`src/rtl/pmon_freeze_box.sv`:
```
module pmon_freeze_box #(
  parameter int CTR_W    = 44,
  parameter int INC_W    = 5,
  parameter int EV_W     = 8,
  parameter int NUM_EV   = 16,
  parameter int RING_LO  = 8,
  parameter int OCC_LO   = 12,
  parameter int CLASS_SZ = 4,
  parameter int DATA_W   = 64,
  parameter int ADDR_W   = 4
) (
  input  logic                    clk,
  input  logic                    rst_n,
  input  logic                    glb_en,
  input  logic [NUM_EV*INC_W-1:0] ev_inc,
  input  logic                    reg_wr,
  input  logic [ADDR_W-1:0]       reg_addr,
  input  logic [DATA_W-1:0]       reg_wdata,
  output logic [DATA_W-1:0]       reg_rdata,
  output logic                    ovf_pulse
);
  localparam int NCTR   = 4;
  localparam int CTL_W  = EV_W + 2;
  localparam int EN_B   = EV_W;
  localparam int OVE_B  = EV_W + 1;
  localparam int IDX_W  = $clog2(NUM_EV);
  localparam logic [EV_W-1:0] EV_LIM  = EV_W'(NUM_EV);
  localparam logic [EV_W-1:0] RING_A  = EV_W'(RING_LO);
  localparam logic [EV_W-1:0] RING_B  = EV_W'(RING_LO + CLASS_SZ);
  localparam logic [EV_W-1:0] OCC_A   = EV_W'(OCC_LO);
  localparam logic [EV_W-1:0] OCC_B   = EV_W'(OCC_LO + CLASS_SZ);
  localparam logic [ADDR_W-1:0] STAT_A = ADDR_W'(2 * NCTR);

  logic [NCTR-1:0][CTL_W-1:0] ctl_q;
  logic [NCTR-1:0][CTR_W-1:0] ctr_q;
  logic [NCTR-1:0] stat_q, wrap, ove, en_v, set_v, clr_v;
  logic halt_q, run;

  assign run   = glb_en & ~halt_q;
  assign set_v = wrap & ove;
  assign clr_v = (reg_wr && reg_addr == STAT_A) ? reg_wdata[NCTR-1:0] : '0;

  for (genvar g = 0; g < NCTR; g++) begin : g_ctr
    logic [EV_W-1:0]  sel;
    logic [IDX_W-1:0] idx;
    logic             legal;
    logic [INC_W-1:0] inc;
    logic [CTR_W:0]   sum;

    assign sel    = ctl_q[g][EV_W-1:0];
    assign idx    = sel[IDX_W-1:0];
    assign en_v[g] = ctl_q[g][EN_B];
    assign ove[g]  = ctl_q[g][OVE_B];

    always_comb begin
      if (sel >= EV_LIM)                      legal = 1'b0;
      else if (sel >= OCC_A && sel < OCC_B)   legal = (g == 0);
      else if (sel >= RING_A && sel < RING_B) legal = (g >= 2);
      else                                    legal = 1'b1;
    end

    assign inc     = legal ? ev_inc[idx*INC_W +: INC_W] : '0;
    assign sum     = {1'b0, ctr_q[g]} + (CTR_W+1)'(inc);
    assign wrap[g] = run & en_v[g] & sum[CTR_W];

    always_ff @(posedge clk) begin
      if (!rst_n)
        ctl_q[g] <= '0;
      else if (reg_wr && reg_addr == ADDR_W'(g))
        ctl_q[g] <= reg_wdata[CTL_W-1:0];
    end

    always_ff @(posedge clk) begin
      if (!rst_n)
        ctr_q[g] <= '0;
      else if (!run && reg_wr && reg_addr == ADDR_W'(NCTR + g))
        ctr_q[g] <= reg_wdata[CTR_W-1:0];
      else if (run && en_v[g])
        ctr_q[g] <= sum[CTR_W-1:0];
    end
  end

  always_ff @(posedge clk) begin
    if (!rst_n) begin
      stat_q    <= '0;
      ovf_pulse <= 1'b0;
      halt_q    <= 1'b0;
    end else begin
      stat_q    <= (stat_q & ~clr_v) | set_v;
      ovf_pulse <= |(set_v & ~stat_q);
      if (|set_v)
        halt_q <= 1'b1;
      else if (stat_q == '0 && !glb_en)
        halt_q <= 1'b0;
    end
  end

  always_comb begin
    reg_rdata = '0;
    for (int i = 0; i < NCTR; i++) begin
      if (reg_addr == ADDR_W'(i))        reg_rdata = DATA_W'(ctl_q[i]);
      if (reg_addr == ADDR_W'(NCTR + i)) reg_rdata = DATA_W'(ctr_q[i]);
    end
    if (reg_addr == STAT_A) reg_rdata = DATA_W'(stat_q);
  end
endmodule

```
`config.mk`:
```
export PLATFORM = sky130hd
export DESIGN_NAME = pmon_freeze_box
export DESIGN_NICKNAME = d
export VERILOG_FILES = /design/src/rtl/pmon_freeze_box.sv
export SDC_FILE = /design/constraint.sdc
export NUM_CORES = 1
export LEC_CHECK = 0
export BUFFER_PORTS_ARGS = -buffer_cell sky130_fd_sc_hd__buf_2
export CAP_MARGIN = 10
export CORE_ASPECT_RATIO = 0.9
export CORE_UTILIZATION = 59
export CTS_BUF_LIST = sky130_fd_sc_hd__clkbuf_16
export DETAILED_ROUTE_END_ITERATION = 12
export PLACE_DENSITY = 0.82
export SLEW_MARGIN = 5
export SYNTH_ARGS = -nofsm -noshare
export SYNTH_HDL_FRONTEND = slang
export SYNTH_SLANG_ARGS = --single-unit
```
`constraint.sdc`:
```
create_clock -name clk -period 5.24 [get_ports clk]
set_clock_uncertainty 0.15 [all_clocks]
set_input_delay 0.262 -clock clk [delete_from_list [all_inputs] [get_ports clk]]
set_output_delay 0.262 -clock clk [all_outputs]
set_load 0.005 [all_outputs]
```
# Yosys cells after proc, flatten, opt, wreduce, memory -nomap -nowiden

Index checks and enable logic that the tools add are counted.

Bits in registers: 222
Bits of input ports: 152
Output and inout bits: 65
Logic and storage cells: 129

Add/subtract/negate cells: 4
Multiply operators: 4
$lt $le $gt $ge: 16
Equality and inequality tests: 8
Shift operators: 4
Mux-type cells: 34
Bitwise gates (word level): 16
Reduce and logical (&&, ||, !) cells: 32

Operators by type and width:

| kind                  | count |
|---|---|
| $mux W64              | 8 |
| $mux W44              | 8 |
| $shiftx A80 B8 Y5     | 4 |
| $add A44 B5 Y45       | 4 |
| $ge A8 B4 Y1 const B  | 6 |
| $ge A8 B5 Y1 const B  | 4 |
| $lt A8 B5 Y1 const B  | 4 |
| $mul A4 B3 Y7 const B | 4 |
| $logic_and A1 B1 Y1   | 21 |
| $mux W5               | 4 |
| $eq A4 B3 Y1 const B  | 4 |
| $lt A8 B4 Y1 const B  | 2 |
| $and A4 B4 Y4         | 3 |
| $mux W1               | 12 |
| $mux W10              | 1 |
| $reduce_bool A2 Y1    | 5 |
| $and A1 B1 Y1         | 9 |
| $eq A4 B2 Y1 const B  | 2 |
| $logic_not A4 Y1      | 2 |
| $not A4 Y4            | 2 |
| $reduce_or A4 Y1      | 2 |
| $eq A4 B1 Y1 const B  | 1 |
| $eq A4 B4 Y1 const B  | 1 |
| $mux W4               | 1 |
| 3 further kinds       | 4 |

# Depth between registers and ports, before layout

Gate-level depths: netlist (run 1).

Depth after elaboration: 11
Gate-level depth with buffers: 14

# Least setup slack after synthesis (run 1)

Ideal clock, no wire load.

Path kind: reg-to-reg
Start: register ctl_q[0] in the netlist's numbering
End: register ctr_q[10] in the netlist's numbering
Arrival time: 3,794 ps
Data required time: 5,004 ps
Path slack: 1,211 ps
Stages on the path, launching flop included: 14
Buffers on the path: 3
Cell sequence: dfxtp_1 buf_2 buf_1 mux4_2 mux2i_1 a211oi_1 ha_1 fa_1 a211o_1 a21oi_1 or4_1 clkbuf_1 xor2_1 a211oi_1

Cells in the longest elaborated chain, start to end: 9

Ends and longest elaborated chain:

| what                                                  | RTL line | RTL |
|---|---|---|
| start, declared                                       | 34       | `logic [NCTR-1:0][CTL_W-1:0] ctl_q;` |
| start signal, assigned by index                       | 70       | `ctl_q[g] <= reg_wdata[CTL_W-1:0];` |
| branches (longest 5 deep; another with $mul A4 B3 Y7) | -        |  |
| $mux W5 (*)                                           | 62       | `assign inc = legal ? ev_inc[idx*INC_W +: INC_W] : '0;` |
| $add A44 B5 Y45 (*)                                   | 63       | `assign sum = {1'b0, ctr_q[g]} + (CTR_W+1)'(inc);` |
| $mux W44 (*)                                          | 78       | `else if (run && en_v[g])` |
| $mux W44 (*)                                          | 76       | `else if (!run && reg_wr && reg_addr == ADDR_W'(NCTR + g))` |
| end signal, assigned by index                         | 77       | `ctr_q[g] <= reg_wdata[CTR_W-1:0];` |
| end signal, assigned by index                         | 79       | `ctr_q[g] <= sum[CTR_W-1:0];` |
| end, declared                                         | 35       | `logic [NCTR-1:0][CTR_W-1:0] ctr_q;` |

Mark *: on every way between the ends. The select of a mux whose other input is x is not followed.
A chain may end at the register's enable or synchronous reset.

# Worst setup path in the final report (run 1)

Start: register ctl_q[10] in the netlist's numbering
End: register ctr_q[60] in the netlist's numbering

The elaborated chain is that of the path after synthesis.

==> results of run 1 <==
cell type report:
cell class / instances / share of cell area
clock buffers: 27 / 0.0371
inverters: 35 / 0.00734
multi-input cells: 1608 / 0.599
flip-flops and latches: 222 / 0.244
clock inverters: 15 / 0.00604
diodes: 1 / 0.000137
repair buffers: 245 / 0.0829
well taps: 354 / 0.0243
power breakdown:
part	internal, mW	total (mW)	leakage [nW]	switching [mW]
clock network	1.01	1.76	0.399	0.752
logic	0.176	0.460	4.50	0.284
registers	1.70	1.73	1.79	0.0296
logic make-up after synthesis:
| kind of cell | share of synthesized area |
|---|---|
| DFF | 0.275 |
| muxes | 0.138 |
| AOI/OAI and AO/OA | 0.228 |
| and+or+nand+nor | 0.248 |
| xor gates and xnor gates | 0.0347 |
| adders and majority gates | 0.0205 |
| other | 0.000232 |
| buffers and inverters | 0.0563 |
registers in the layout, summed over array words and instances (netlist names):
name / count
ctl_q: 40
ctr_q: 176
halt_q: 1
ovf_pulse: 1
stat_q: 4
how the worst min path moves through the flow:
stage,start,to,cells after the start
after floorplan,reg_wdata[20],ctr_q[20]$_SDFFE_PN0P_,2
after global routing,reg_wdata[0],ctl_q[30]$_SDFFE_PN0P_,3
after detailed placement,ctr_q[0]$_SDFFE_PN0P_,ctr_q[0]$_SDFFE_PN0P_,2
final,reg_wdata[1],ctl_q[11]$_SDFFE_PN0P_,3
after global placement,ctr_q[44]$_SDFFE_PN0P_,ctr_q[44]$_SDFFE_PN0P_,2
after CTS,reg_wdata[2],ctl_q[32]$_SDFFE_PN0P_,3
timing repair:
action | 4_1_cts | 5_1_grt
hold buffers | 40 | 0
gates resized for setup | 0 | 0
hold endpoints to repair | 105 | 0
cell usage in the layout, fill, tap and decap left out, drive strengths merged, types with 36 or more instances in the layout:
cell type      n
nor3          59
o21ai        109
dfxtp        222
nand2        244
mux4          66
buf          205
inv           36
nor2         157
a21oi        148
nand4         51
and3          57
a31oi         52
mux2i         68
dlygate4sd3   40
nand3         88
routing by layer:
| layer | track usage | part of all wire |
|---|---|---|
| met3 | 0.161 | 0.17 |
| met5 | 0 | 0.00021 |
| met1 | 0.632 | 0.40 |
| met4 | 0.113 | 0.030 |
| met2 | 0.595 | 0.40 |
worst max-delay path, delay by kind of cell (launching register included):
family / cells / cell delay, ps
DFF: 1 / 810
adders and majority gates: 1 / 460
and+or+nand+nor: 3 / 810
xor gates and xnor gates: 1 / 210
AOI/OAI and AO/OA: 3 / 1390
muxes: 2 / 500
metrics by stage:
step | utilization | setup slack [ps] | cells | power [mW] | hold slack (ps)
after global routing | 0.676 | 369 | 2507 | 4.04 | 25.6
after floorplan | - | 1210 | 2049 | 2.01 | 248
after global placement | 0.632 | 962 | 2424 | 2.17 | 320
final | 0.676 | 760 | 2507 | 3.96 | 8.57
after detailed placement | 0.632 | 768 | 2424 | 2.18 | 343
after CTS | 0.676 | 730 | 2506 | 3.92 | 0.0631
==> impl_metrics.yaml, run 1 <==
global_routing:
  grtUsageTotal: 0.433
  grt-ovfl-total: 0
  grt_pass1_vias: 16300
  grt_max_degree: 114
  antenna_found_initial: 2
  grt_pass1_wl_um: 94400
clock_tree:
  post_cts_buffers: 0
  clock-sinks: 222
  cts_made_buffers: 26
  cts_tree: "done"
  clk_latency_ps: 550
  clk_pin_slew_ps: 60
  cts_max_level: 1
  clockBufferDepth: 3
  cts_root_buf: "clkbuf_16"
synthesis:
  yosysMostFrequentCell: "nand2_1"
  ys_seq_elements: 222
  synth_top_cell_by_area: "dfxtp_1"
  synth-edff-count: 0
  synth.area.top_cells: "dfxtp_1, mux4_2, nand2_1"
  synthTopCellsByCount: "nand2_1, dfxtp_1, nor2_1"
  syn_area_um2: 16200
  seq_area_frac_synth: 0.275
  synth_top_area_frac: 0.275
  yosys_warnings: 0
  synth.avg_cell_area_um2: 7.96
  ys_types: 81
  ys.flop_type: "dfxtp_1"
  async_reset_ff_frac: 0
  postSynthCellCount: 2030
finish:
  drive_gt1_frac: 0.152
  nets: 2314
  multiInputGateArea_um2: 10900
  fillers: 2276
  final_design_area_no_fill_um2: 18200
  ff_latch_area_um2: 4440
  syn_to_final_growth_pct: 12.9
sta:
  min_period_over_period: 0.855
  maxSlewViolCount: 0
  rsz0062_at_grt: "false"
  slew_headroom: 0.178
  setup_viol: 0
  clock.fmax_mhz: 223
  hold_violations: 0
  worstMarginPinSlew_ps: 1230
  post-route-min-period_ps: 4480
  tns_ps: 0
place:
  routabilityCongestion: 0.997
  io_buffers: 176
  dpl.hpwl_um: 45300
  place_area_um2: 17000
routing:
  vias: 18000
  drt_iter0_drc: 2857
  viasPerCell: 7.18
  ant_nets: 0
  routed_wl_um: 62000
  routedWlPerCell_um: 24.7
  remaining_drc_errors: 0
  dr.pass1.iters: 7
critical_path:
  cp.required_ps: 5500
  startpoint: "ctl_q[10]$_SDFFE_PN0P_"
  critPathKind: "flip-flop to flip-flop"
  startpoint_type: "flip-flop"
  worstSetupEndpoint: "ctr_q[60]$_SDFFE_PN0P_"
  crit_chain: "mux4_2, mux2i_1, or2_2, fa_1, nor2b_1, o2111ai_1, a2111oi_0, nand3_1, xor2_1, a21oi_1"
  crit_fanout: 12
  reg2reg_to: "ctr_q[60]$_SDFFE_PN0P_"
  worst_path_largest_cell_delay_ps: 950
  end_kind: "flip-flop"
  cp_slowest_cell: "a2111oi_0"
  r2r_slack_ps: 760
  rr_startpoint: "ctl_q[10]$_SDFFE_PN0P_"
  arrival_ps: 4740
  reg2reg_depth: 10
status:
  outcome: "finished clean"
floorplan:
  die_h_um: 159
  dieArea_um2: 28000
  dieWidth_um: 176
  row_count: 57
  io_pins: 217
  coreArea_um2: 27000
  initial_utilization: 0.599
min_path:
  hold_class: "primary input to flip-flop"
power_and_ir_drop:
  p_leak_nw: 6.68
  vdd_drop_max_mv: 0.256
  p_per_area_nw_per_um2: 217
job:
  max_cap_violations: 0
No activity file was read; power rests on OpenSTA's default activity.
==> run 2, diff against run 1 <==
--- a/config.mk
+++ b/config.mk
@@ -8,10 +8,10 @@
 export BUFFER_PORTS_ARGS = -buffer_cell sky130_fd_sc_hd__buf_2
 export CAP_MARGIN = 10
 export CORE_ASPECT_RATIO = 0.9
-export CORE_UTILIZATION = 59
+export CORE_UTILIZATION = 25
 export CTS_BUF_LIST = sky130_fd_sc_hd__clkbuf_16
 export DETAILED_ROUTE_END_ITERATION = 12
-export PLACE_DENSITY = 0.82
+export PLACE_DENSITY = 0.42
 export SLEW_MARGIN = 5
 export SYNTH_ARGS = -nofsm -noshare
 export SYNTH_HDL_FRONTEND = slang
==> impl_metrics.yaml, run 2 (synthesis gave the netlist of run 1 again) <==
critical_path:
  startpoint_type: "flip-flop"
  crit_buf_inv: 0
  cp.required_ps: 5560
  crit_family: "simple AND/OR/NAND/NOR gates"
  arrival_ps: 4730
  end_kind: "flip-flop"
  cp_slowest_cell: "nor3_1"
  crit_chain: "mux4_2, mux2i_1, o22ai_1, and2_1, ha_1, fa_1, a211o_1, a21oi_1, nor3_1, nand4_1, xnor2_1, o2bb2ai_1"
  critPathKind: "flip-flop to flip-flop"
  crit_fanout: 14
  worst_path_largest_cell_delay_ps: 970
floorplan:
  io_pins: 217
  die_h_um: 243
  coreArea_um2: 64000
  row_count: 88
  dieArea_um2: 65600
  dieWidth_um: 270
  initial_utilization: 0.252
global_routing:
  grt_max_degree: 123
  grtUsageTotal: 0.222
  grt_pass1_vias: 16400
  antenna_found_initial: 4
  grt-ovfl-total: 0
  grt_pass1_wl_um: 111000
clock_tree:
  cts_root_buf: "clkbuf_16"
  clk_latency_ps: 600
  cts_tree: "done"
  clock-sinks: 222
  cts_made_buffers: 28
  post_cts_buffers: 0
  clockBufferDepth: 3
  clk_pin_slew_ps: 60
  ctsResizeCount: 0
  cts_max_level: 1
  holdBufCountCts: 40
sta:
  maxSlewViolCount: 0
  tns_ps: 0
  clock.fmax_mhz: 227
  fin_hold_ws_ps: 11.9
  slew_headroom: 0.233
  min_period_over_period: 0.842
  post-route-min-period_ps: 4410
  setup_viol: 0
  rsz0062_at_grt: "false"
  worstMarginPinSlew_ps: 1140
  hold_violations: 0
job:
  max_cap_violations: 0
routing:
  routedWlPerCell_um: 24.8
  remaining_drc_errors: 0
  viasPerCell: 5.73
  ant_nets: 0
  drt_iter0_drc: 2042
  dr.pass1.iters: 7
  vias: 17400
  routed_wl_um: 75100
place:
  routabilityCongestion: 0.941
  dpl.hpwl_um: 56200
  io_buffers: 176
finish:
  regMostFlops: "ctr_q"
  nets: 2331
  final_common_cell: "nand2_1"
  largest_reg_flops: 176
  syn_to_final_growth_pct: 18.3
  drive_gt1_frac: 0.163
  reg_top3: "ctr_q x176, ctl_q x40, stat_q x4"
  final_cell_mix: "nand2_1, dfxtp_1, buf_2, nor2_1, a21oi_1"
status:
  outcome: "finished clean"
min_path:
  hold_class: "primary input to flip-flop"
power_and_ir_drop:
  p_leak_nw: 6.82
  p_per_area_nw_per_um2: 220
  vdd_drop_max_mv: 0.204
## run 2: cell count changes in the layout (fill, tap and decap cells not counted), moves of 2 or more
cell / delta
clkinv_2: +4
buf_4: +15
bufinv_16: +2
clkinv_1: -3
## run 2: tightest hold or removal path, cell delays in order
cell and delay, ps:
buf_2 210, mux2i_1 160, nor2_1 50
## run 2: worst paths after layout
path / startpoint / end / slack (ps) / cells after the start
max: ctl_q[31]$_SDFFE_PN0P_ / ctr_q[166]$_SDFFE_PN0P_ / 830 / 12
min reg2reg: ctr_q[0]$_SDFFE_PN0P_ / ctr_q[0]$_SDFFE_PN0P_ / 330 / 2
min: reg_wdata[7] / ctl_q[27]$_SDFFE_PN0P_ / 10 / 3
max reg2reg: ctl_q[31]$_SDFFE_PN0P_ / ctr_q[166]$_SDFFE_PN0P_ / 830 / 12
## run 2: routing by layer
| layer | track usage | routed length (um) | up-vias |
|---|---|---|---|
| li1 | - | - | 7948 |
| met1 | 0.310 | 34000 | 8514 |
| met2 | 0.345 | 33000 | 759 |
| met3 | 0.0279 | 4880 | 140 |
| met4 | 0.0847 | 3220 | 4 |
| met5 | 0 | 25 | - |
## run 2: layout make-up
cell class	instances	area, um2
antenna	2	5.00
clock buffer	28	701
clock inverter	20	203
fill	6899	44900
inverter	35	136
multi-input combinational	1608	10900
sequential	222	4440
tap	855	1070
timing repair buffer	260	1620
## run 2: power breakdown
part	internal (mW)	switching, mW	leakage [nW]
Clock	1.16	0.843	0.457
Combinational	0.177	0.295	4.57
Sequential	1.70	0.0272	1.79
Total	3.04	1.17	6.82
## run 2: metrics by stage
stage / worst slack, ps / area, um2 / std cells / power, mW / utilization
after floorplan: 1210 / 16200 / 2049 / 2.01 / -
after global placement: 951 / 17800 / 2940 / 2.21 / 0.278
after detailed placement: 904 / 17800 / 2940 / 2.21 / 0.278
after CTS: 898 / 19100 / 3028 / 4.25 / 0.299
after global routing: 612 / 19100 / 3028 / 4.34 / 0.299
final: 826 / 19100 / 3030 / 4.20 / 0.299
